[src/rtl/bst_pkg.sv]
package bst_pkg;
   typedef enum logic {
      CLK_CONT  = 1'b0,
      CLK_GATED = 1'b1
   } clk_mode_e;

   localparam int unsigned QUEUE_MAX = 2;
endpackage

[src/rtl/bst_frame_detect.sv]
module bst_frame_detect
   import bst_pkg::*;
(
   input  logic      clk,
   input  logic      rst_n,
   input  clk_mode_e mode,
   input  logic      bit_tick,
   input  logic      sync_in,
   output logic      frame_start
);
   logic prev_q;

   always_ff @(posedge clk) begin
      if (!rst_n)        prev_q <= 1'b0;
      else if (bit_tick) prev_q <= sync_in;
   end

   always_comb begin
      frame_start = bit_tick && sync_in;
      if (mode == CLK_GATED) frame_start = frame_start && !prev_q;
   end

   AST_GATED_SINGLE: assert property (@(posedge clk) disable iff (!rst_n)
      (mode == CLK_GATED && bit_tick && sync_in) |=> !(frame_start && mode == CLK_GATED));
endmodule

[src/rtl/bst_word_queue.sv]
module bst_word_queue
   import bst_pkg::*;
#(
   parameter int unsigned WORD_W = 8
) (
   input  logic              clk,
   input  logic              rst_n,
   input  logic              two_deep,
   input  logic              push,
   input  logic [WORD_W-1:0] push_data,
   input  logic              pop,
   output logic [WORD_W-1:0] head_data,
   output logic [1:0]        count
);
   logic [WORD_W-1:0] q_q [QUEUE_MAX];
   logic [WORD_W-1:0] q_d [QUEUE_MAX];
   logic [1:0]        cnt_q, cnt_d, after_pop, cap;
   logic [1:0]        wr_idx;

   always_comb begin
      q_d       = q_q;
      after_pop = cnt_q;
      cap       = two_deep ? 2'd2 : 2'd1;
      if (pop && cnt_q != 2'd0) begin
         q_d[0]    = q_q[1];
         after_pop = cnt_q - 2'd1;
      end
      cnt_d  = after_pop;
      wr_idx = (after_pop < cap) ? after_pop : after_pop - 2'd1;
      if (push) begin
         q_d[wr_idx[0]] = push_data;
         if (after_pop < cap) cnt_d = after_pop + 2'd1;
      end
   end

   always_ff @(posedge clk) begin
      if (!rst_n) begin
         cnt_q <= '0;
         for (int i = 0; i < QUEUE_MAX; i++) q_q[i] <= '0;
      end else begin
         cnt_q <= cnt_d;
         q_q   <= q_d;
      end
   end

   assign head_data = q_q[0];
   assign count     = cnt_q;

   AST_NO_OVERFLOW: assert property (@(posedge clk) disable iff (!rst_n)
      cnt_q <= 2'd2);
   AST_WRITE_FILLS: assert property (@(posedge clk) disable iff (!rst_n)
      push |=> cnt_q != 2'd0);
endmodule

[src/rtl/bst_shifter.sv]
module bst_shifter #(
   parameter int unsigned WORD_W = 8
) (
   input  logic              clk,
   input  logic              rst_n,
   input  logic              enable,
   input  logic              load,
   input  logic [WORD_W-1:0] load_word,
   input  logic              bit_tick,
   output logic              sd,
   output logic              active
);
   localparam int unsigned CNT_W = (WORD_W > 1) ? $clog2(WORD_W) : 1;
   localparam logic [CNT_W-1:0] LAST_IDX = CNT_W'(WORD_W - 1);

   logic [WORD_W-1:0] sreg_q;
   logic [CNT_W-1:0]  left_q;
   logic              act_q;

   always_ff @(posedge clk) begin
      if (!rst_n) begin
         sreg_q <= '0;
         left_q <= '0;
         act_q  <= 1'b0;
      end else if (!enable) begin
         act_q  <= 1'b0;
      end else if (load) begin
         sreg_q <= load_word;
         left_q <= LAST_IDX;
         act_q  <= 1'b1;
      end else if (bit_tick && act_q) begin
         if (left_q == '0) begin
            act_q <= 1'b0;
         end else begin
            sreg_q <= {sreg_q[WORD_W-2:0], 1'b0};
            left_q <= left_q - 1'b1;
         end
      end
   end

   assign sd     = sreg_q[WORD_W-1];
   assign active = act_q;

   AST_BIT_HOLD: assert property (@(posedge clk) disable iff (!rst_n)
      !bit_tick |=> $stable(sd));
   AST_DROP_EN: assert property (@(posedge clk) disable iff (!rst_n)
      !enable |=> !active);
endmodule

[src/rtl/bst_tx.sv]
module bst_tx
   import bst_pkg::*;
#(
   parameter int unsigned WORD_W  = 8,
   parameter bit          HAS_BUF = 1'b1
) (
   input  logic              clk,
   input  logic              rst_n,
   input  logic              port_en,
   input  logic              tx_en,
   input  logic              buf_en,
   input  logic              clk_gated,
   input  logic              irq_en,
   input  logic              bit_tick,
   input  logic              sync_in,
   input  logic              wr_en,
   input  logic [WORD_W-1:0] wr_data,
   output logic              sd_o,
   output logic              sd_oe,
   output logic              tx_empty,
   output logic              tx_irq
);
   initial begin
      assert (WORD_W >= 2 && WORD_W <= 64)
         else $error("bst_tx: WORD_W must be in 2..64");
   end

   logic              enable, frame_start, load, two_deep;
   logic [WORD_W-1:0] head_data, last_q, send_word;
   logic [1:0]        count;
   clk_mode_e         mode;

   assign enable = port_en && tx_en;
   assign mode   = clk_mode_e'(clk_gated);

   generate
      if (HAS_BUF) begin : g_buf
         assign two_deep = buf_en;
      end else begin : g_nobuf
         assign two_deep = 1'b0;
      end
   endgenerate

   bst_frame_detect u_detect (
      .clk         (clk),
      .rst_n       (rst_n),
      .mode        (mode),
      .bit_tick    (bit_tick),
      .sync_in     (sync_in),
      .frame_start (frame_start)
   );

   assign load      = frame_start && enable;
   assign send_word = (count != 2'd0) ? head_data : last_q;

   bst_word_queue #(.WORD_W(WORD_W)) u_queue (
      .clk       (clk),
      .rst_n     (rst_n),
      .two_deep  (two_deep),
      .push      (wr_en),
      .push_data (wr_data),
      .pop       (load),
      .head_data (head_data),
      .count     (count)
   );

   always_ff @(posedge clk) begin
      if (!rst_n)    last_q <= '0;
      else if (load) last_q <= send_word;
   end

   bst_shifter #(.WORD_W(WORD_W)) u_shift (
      .clk       (clk),
      .rst_n     (rst_n),
      .enable    (enable),
      .load      (load),
      .load_word (send_word),
      .bit_tick  (bit_tick),
      .sd        (sd_o),
      .active    (sd_oe)
   );

   assign tx_empty = (count == 2'd0);
   assign tx_irq   = tx_empty && irq_en;

   AST_START_DRIVES: assert property (@(posedge clk) disable iff (!rst_n)
      (frame_start && port_en && tx_en) |=> sd_oe);
   AST_RESEND_EMPTY: assert property (@(posedge clk) disable iff (!rst_n)
      (load && tx_empty && !wr_en) |=> tx_empty);
endmodule

[config.mk]
export PLATFORM = sky130hd
export DESIGN_NAME = bst_tx
export DESIGN_NICKNAME = d
export VERILOG_FILES = /design/src/rtl/bst_pkg.sv /design/src/rtl/bst_frame_detect.sv /design/src/rtl/bst_word_queue.sv /design/src/rtl/bst_shifter.sv /design/src/rtl/bst_tx.sv
export SDC_FILE = /design/constraint.sdc
export NUM_CORES = 1
export LEC_CHECK = 0
export CAP_MARGIN = 20
export CORE_MARGIN = 2
export CORE_UTILIZATION = 50
export DETAILED_ROUTE_END_ITERATION = 10
export DONT_BUFFER_PORTS = 1
export PLACE_DENSITY = 0.75
export SYNTH_ARGS = -nofsm -noshare
export SYNTH_HDL_FRONTEND = slang
export SYNTH_HIERARCHICAL = 1
export SYNTH_SLANG_ARGS = --single-unit
export TNS_END_PERCENT = 5
[constraint.sdc]
create_clock -name clk -period 3 [get_ports clk]
set_clock_uncertainty 0.15 [all_clocks]
set_input_delay 0.6 -clock clk [delete_from_list [all_inputs] [get_ports clk]]
set_output_delay 0.6 -clock clk [all_outputs]
set_load 0.01 [all_outputs]
==> results.sh, run 1 <==
export IMPL_combPwrFrac=0.138
export IMPL_firstDrtPassIters=4
export IMPL_drt_total_wl_um=3990
export IMPL_worstMarginPinSlew_ps=890
export IMPL_crit_path_max_incr_delay_ps=430
export IMPL_cp_cell_sequence="inv_1 > ha_1 > nand2b_4 > mux2i_1 > ha_1 > a21o_1 > mux2_2 > mux2i_1"
export IMPL_r2r_setup_slack_ps=520
export IMPL_track_usage=0.162
export IMPL_period_share=0.827
export IMPL_crit_reg2reg_capture="u_queue/head_data[6]"
export IMPL_clkPwrFrac=0.334
export IMPL_worstHoldPathCells=1
export IMPL_seq_power_share=0.528
export IMPL_post_cts_buffers=0
export IMPL_hold_start="rst_n"
export IMPL_crit_required_ps=3020
export IMPL_drive_above_1_share=0.136
export IMPL_dpl_hpwl_um=2740
export IMPL_startpoint="u_queue/count[0]"
export IMPL_p_leak_nw=0.908
export IMPL_synthFlopType="dfxtp_1"
export IMPL_syn_nets=272
export IMPL_power_density_nw_per_um2=473
export IMPL_status="finished, final reports clean"
export IMPL_die_w_um=71
export IMPL_ant_nets=0
export IMPL_start_util=0.516
export IMPL_avgSynthCellArea_sq_um=8.98
export IMPL_grt_pass1_wl_um=6520
export IMPL_async_flop_share=0
export IMPL_viasPerCell=5.61
export IMPL_cp_max_fo=8
export IMPL_arrival_ps=2500
export IMPL_syn_to_final_growth_pct=0.112
export IMPL_yosysSeqAreaShare=0.348
export IMPL_final_setup_viol_count=0
export IMPL_diodes=0
export IMPL_dp_cells=280
export IMPL_hold_buffers=0
export IMPL_p_int_uw=795
export IMPL_cp_end_kind="flop"
export IMPL_die_area_sq_um=5040
export IMPL_first_iter_violations=47
export IMPL_vias=1609
export IMPL_synth_edf_count=0
export IMPL_cp_start_kind="flop"
export IMPL_syn_cell_area_sq_um=2240
export IMPL_clock_sinks=39
export IMPL_holdPathEnd="u_shift/active"
export IMPL_switchingPower_uw=267
export IMPL_finalSetupTns_ps=0
export IMPL_overflow=0
export IMPL_utilization=0.516
export IMPL_grt_max_degree=60
export IMPL_ctsResizeCount=0
export IMPL_slowest_stage="dfxtp_1"
export IMPL_rsz0062_at_grt="false"
export IMPL_stdcell_count=287
export IMPL_slew_limit_headroom=0.407
export IMPL_r2r_start="u_queue/count[0]"
export IMPL_peakVddDrop_mv=0.305
export IMPL_row_count=24
export IMPL_synthCells=250
export IMPL_synth_top_cell_area_share=0.348
export IMPL_cts_root_buffer="clkbuf_8"
export IMPL_clock_latency_ps=290
export IMPL_finalHoldViolCount=0
export IMPL_max_freq_mhz=403
export IMPL_antenna_found_initial=0
export IMPL_first_global_vias=1484
export IMPL_final_max_slew_viol_count=0
export IMPL_h_tree_depth=2
export IMPL_cts_buffer_depth=2
export IMPL_pin_count=22
export IMPL_ys_ff_latch=39
export IMPL_synth_cell_types=45
export IMPL_clk_pin_slew_worst_paths_ps=70
export IMPL_portBuffers=0
export IMPL_drv_cap=0
export IMPL_rr_worst_depth=8
export IMPL_numCtsBuffers=5
export IMPL_layout_nets=257
export IMPL_period_minus_slack_ps=2480
export IMPL_coreArea_sq_um=4350
export IMPL_cts_tree="done"
export IMPL_fp_dieH_um=71
export IMPL_critPathKind="reg -> reg"
export IMPL_hp_class="in -> reg"
export IMPL_wl_per_cell_um=13.9
export IMPL_switching_share=0.251
export IMPL_synth_area_top_cells="dfxtp_1, mux2i_1, nand2_1, mux2_2, o211ai_1"
export IMPL_synth_warnings=6
export IMPL_drc_errors=0
export IMPL_routabilityCongestion=0.721
export IMPL_yosysTopAreaCell="dfxtp_1"
Yosys cell counts, types with 2 or more instances:
master and count:
a21oi_1 3, nor2_1 3, and2_1 2, nand3b_1 2, nor2b_1 10, mux2_2 17
dfxtp_1 39, ha_1 4, mux2i_1 25, nand3_1 3, nand2_1 53, buf_4 8
o311ai_1 6, nand2b_1 2, inv_1 6, o211ai_1 9, o21ai_0 10, buf_6 4
and3_1 9, buf_2 4, clkbuf_1 7
cell type report:
| type | instances | area [sq um] |
|---|---|---|
| Clock buffer | 6 | 82.6 |
| Clock inverter | 1 | 5.00 |
| Fill cell | 382 | 2110 |
| Inverter | 6 | 22.5 |
| Multi-Input combinational cell | 179 | 1260 |
| Sequential cell | 39 | 781 |
| Tap cell | 52 | 65.1 |
| Timing Repair Buffer | 4 | 30.0 |
worst max path at each step:
stage,to,depth (start not counted)
after detailed placement,u_queue/head_data[3],9
after global placement,u_queue/head_data[6],9
after CTS,u_queue/head_data[6],8
after global routing,flop,8
after floorplan,u_queue/head_data[0],11
final,u_queue/head_data[6],8
critical path: cells and delay by family, from the launching register on:
family / cells / cell delay, ps
AND/OR/NAND/NOR: 1 / 140
buffers and inverters: 1 / 160
flip-flops: 1 / 430
AO/OA/AOI/OAI: 1 / 200
adder cells (fa/ha/maj): 2 / 520
multiplexers: 3 / 750
layer usage:
metal | GRT usage | part of all wire | up-vias
li1 | - | - | 830
met1 | 0.201 | 0.48 | 749
met2 | 0.268 | 0.47 | 25
met3 | 0.0442 | 0.034 | 5
met4 | 0.0650 | 0.016 | 0
met5 | 0 | 0 | -
cell families (layout without fill, tap and decap cells):
| group | count (synthesis) | in the layout | synth area share |
|---|---|---|---|
| mux | 43 | 43 | 0.203 |
| compound gates | 37 | 37 | 0.116 |
| fa+ha+maj | 4 | 4 | 0.0223 |
| flops | 39 | 39 | 0.348 |
| xor+xnor | 2 | 2 | 0.0162 |
| simple gates | 93 | 93 | 0.204 |
| buf+inv | 32 | 17 | 0.0903 |
power by group through the flow:
stage	registers, mW	clock network (mW)	logic, mW
after floorplan	0.565	0	0.161
after global placement	0.572	0	0.144
after detailed placement	0.573	0	0.147
after CTS	0.561	0.365	0.148
after global routing	0.563	0.386	0.161
final	0.561	0.355	0.147
placed cells by master, fill, tap and decap left out, types with 2 or more instances in the layout:
| master | Yosys | final |
|---|---|---|
| o211ai_1 | 9 | 9 |
| buf_4 | 8 | 4 |
| o311ai_1 | 6 | 6 |
| and2_1 | 2 | 2 |
| dfxtp_1 | 39 | 39 |
| nand3b_1 | 2 | 2 |
| ha_1 | 4 | 4 |
| and3_1 | 9 | 9 |
| mux2_2 | 17 | 17 |
| nor2_1 | 3 | 3 |
| nor2b_1 | 10 | 10 |
| nand2b_1 | 2 | 2 |
| o21ai_0 | 10 | 10 |
| mux2i_1 | 25 | 25 |
| a21oi_1 | 3 | 3 |
| nand3_1 | 3 | 3 |
| inv_1 | 6 | 6 |
| clkbuf_8 | 0 | 6 |
| nand2_1 | 53 | 53 |
metrics by stage:
step                hold slack (ps)  total power [mW]  cell area, sq um  worst slack (ps)
detailed placement              296             0.721              2160               341
CTS                             295              1.07              2250               501
floorplan                       281             0.726              2240               240
global placement                289             0.716              2160               387
finish                          305              1.06              2250               520
global route                    294              1.11              2250               285
No activity file was read; power rests on OpenSTA's default activity.
==> run 2: changes to the inputs <==
- ABC_AREA: not set -> 1
- clock period: 3 -> 2.4 ns (I/O delays scaled with it)
==> results.sh, run 2 <==
export IMPL_cp_cell_sequence="inv_1 > ha_1 > inv_2 > nand2_4 > o21ai_1 > ha_1 > nand2_4 > nand2_4 > nand2_2 > nand3_4 > nand2_1 > nand2_1 > nor2_1"
export IMPL_stdcell_count=395
export IMPL_finalSetupTns_ps=0
export IMPL_crit_path_frequent_cell="nand2_4"
export IMPL_async_flop_share=0
export IMPL_stdcell_area_sq_um=2350
export IMPL_max_freq_mhz=450
export IMPL_synth_top_cell_area_share=0.337
export IMPL_drc_errors=0
export IMPL_drv_cap=0
export IMPL_clkPwrFrac=0.312
export IMPL_slew_limit_headroom=0.648
export IMPL_antenna_found_initial=0
export IMPL_syn_cell_area_sq_um=2310
export IMPL_ctsResizeCount=0
export IMPL_yosysSeqAreaShare=0.337
export IMPL_status="finished, final reports clean"
export IMPL_cp_start_kind="flop"
export IMPL_switchingPower_uw=433
export IMPL_track_usage=0.182
export IMPL_routabilityCongestion=0.764
export IMPL_portBuffers=0
export IMPL_grt_pass1_wl_um=7580
export IMPL_layout_commonest_cell="nand2_1"
export IMPL_clock_sinks=39
export IMPL_final_max_slew_viol_count=0
export IMPL_finalPower_mw=1.42
export IMPL_synth_edf_count=0
export IMPL_first_global_vias=1856
export IMPL_start_util=0.524
export IMPL_die_w_um=72.0
export IMPL_wl_per_cell_um=10.7
export IMPL_p_int_uw=984
export IMPL_clock_latency_ps=290
export IMPL_fin_ws_ps=177
export IMPL_ant_nets=0
export IMPL_synthFlopType="dfxtp_1"
export IMPL_hold_buffers=0
export IMPL_avgSynthCellArea_sq_um=6.61
export IMPL_synthAdderAreaFrac=0.0216
export IMPL_viasPerCell=4.85
export IMPL_hold_worst_slack_ps=139
export IMPL_first_iter_violations=136
export IMPL_yosys_area_share_simple=0.414
export IMPL_syn_nets=372
export IMPL_cts_buffer_depth=2
export IMPL_numCtsBuffers=5
export IMPL_arrival_ps=2300
export IMPL_switching_share=0.306
export IMPL_row_count=24
export IMPL_synthXorXnorAreaFrac=0
export IMPL_coreArea_sq_um=4410
export IMPL_crit_path_max_incr_delay_ps=450
export IMPL_power_density_nw_per_um2=603
export IMPL_syn_to_final_growth_pct=1.51
export IMPL_p_leak_nw=1.24
export IMPL_dpl_hpwl_um=2970
export IMPL_cp_end_kind="flop"
export IMPL_fillerInstances=432
export IMPL_layout_nets=364
export IMPL_place_ws_ps=71.3
export IMPL_utilization=0.532
export IMPL_synth_cell_types=25
export IMPL_seq_power_share=0.507
export IMPL_clk_pin_slew_worst_paths_ps=80
export IMPL_cp_max_fo=16
export IMPL_synth_compound_area_share=0.0719
export IMPL_pin_count=22
export IMPL_synthMuxAreaShare=0
export IMPL_drt_total_wl_um=4220
export IMPL_dp_cells=387
export IMPL_hp_class="in -> reg"
export IMPL_synthCells=350
export IMPL_drive_above_1_share=0.163
export IMPL_peakVddDrop_mv=0.349
export IMPL_fp_dieH_um=72.0
export IMPL_worstMarginPinSlew_ps=527
export IMPL_post_dp_cell_area_sq_um=2260
export IMPL_period_share=0.926
export IMPL_slowest_stage="dfxtp_1"
export IMPL_synth_warnings=6
export IMPL_cts_tree="done"
export IMPL_firstDrtPassIters=4
export IMPL_diodes=0
export IMPL_die_area_sq_um=5190
export IMPL_finalHoldViolCount=0
export IMPL_vias=1915
export IMPL_synth_top_family_by_area="simple AND/OR/NAND/NOR gates"
export IMPL_synth_area_top_cells="dfxtp_1, nand2_1, nor2_1, inv_1, nand3_2"
export IMPL_combPwrFrac=0.181
export IMPL_synthTopCellsByCount="nand2_1, nor2_1, inv_1, dfxtp_1, a21oi_1"
export IMPL_ys_ff_latch=39
export IMPL_crit_required_ps=2480
export IMPL_final_cell_mix="nand2_1, nor2_1, inv_1"
export IMPL_yosysTopAreaCell="dfxtp_1"
export IMPL_final_setup_viol_count=0
export IMPL_yosysMostFrequentCell="nand2_1"
export IMPL_overflow=0
export IMPL_period_minus_slack_ps=2220
export IMPL_cts_root_buffer="clkbuf_8"
export IMPL_rsz0062_at_grt="false"
export IMPL_h_tree_depth=2
export IMPL_grt_max_degree=33
export IMPL_post_cts_buffers=0
export IMPL_critPathKind="reg -> reg"
[run 2: cell types whose count changed after synthesis, moves of 11 or more]
cell / change
nand3_1: +11
a21oi_1: +14
nor2_1: +58
mux2_2: -17
nand2_2: +14
nand2_1: +33
inv_1: +40
mux2i_1: -25
[run 2: path summary, 6_finish.rpt]
check	start	endpoint	slack, ps	cells past startpoint
worst max-delay path	u_queue/count[0]	u_queue/head_data[7]	180	13
worst min-delay path	rst_n	u_shift/sreg_q[0]	140	2
worst max register to register	u_queue/count[0]	u_queue/head_data[7]	180	13
worst min register to register	u_detect/prev_q	u_detect/prev_q	320	2
[run 2: final cells by class]
type	instances	area, sq um	share of cell area
Inverter	58	218	0.0927
Clock buffer	5	68.8	0.0293
Tap cell	52	65.1	0.0277
Clock inverter	3	20.0	0.00852
Timing Repair Buffer	3	22.5	0.00959
Multi-Input combinational cell	235	1170	0.500
Sequential cell	39	781	0.332
[run 2: critical path, delay by kind of cell, from the launching register on]
family / cells / cell delay, ps
simple gates: 8 / 710
fa+ha+maj: 2 / 500
flops: 1 / 450
buf+inv: 2 / 170
compound gates: 1 / 170
[run 2: layer usage]
layer	vias up	wire length, um	global-route usage
li1	1027	-	-
met1	851	1970	0.218
met2	29	2000	0.319
met3	8	196	0.0444
met4	0	53	0.0629
met5	-	0	0
[run 2: cells by family after synthesis]
kind of cell             Yosys count
adder cells (fa/ha/maj)            4
AND/OR/NAND/NOR                  199
flip-flops                        39
AO/OA/AOI/OAI                     32
buffers and inverters             76
[run 2: power groups by stage]
stage,logic (mW),registers (mW),clock network (mW)
2_1_floorplan,0.262,0.725,0
3_3_place_gp,0.250,0.733,0
3_5_place_dp,0.256,0.735,0
4_1_cts,0.258,0.720,0.458
5_1_grt,0.296,0.724,0.484
6_report,0.256,0.719,0.441
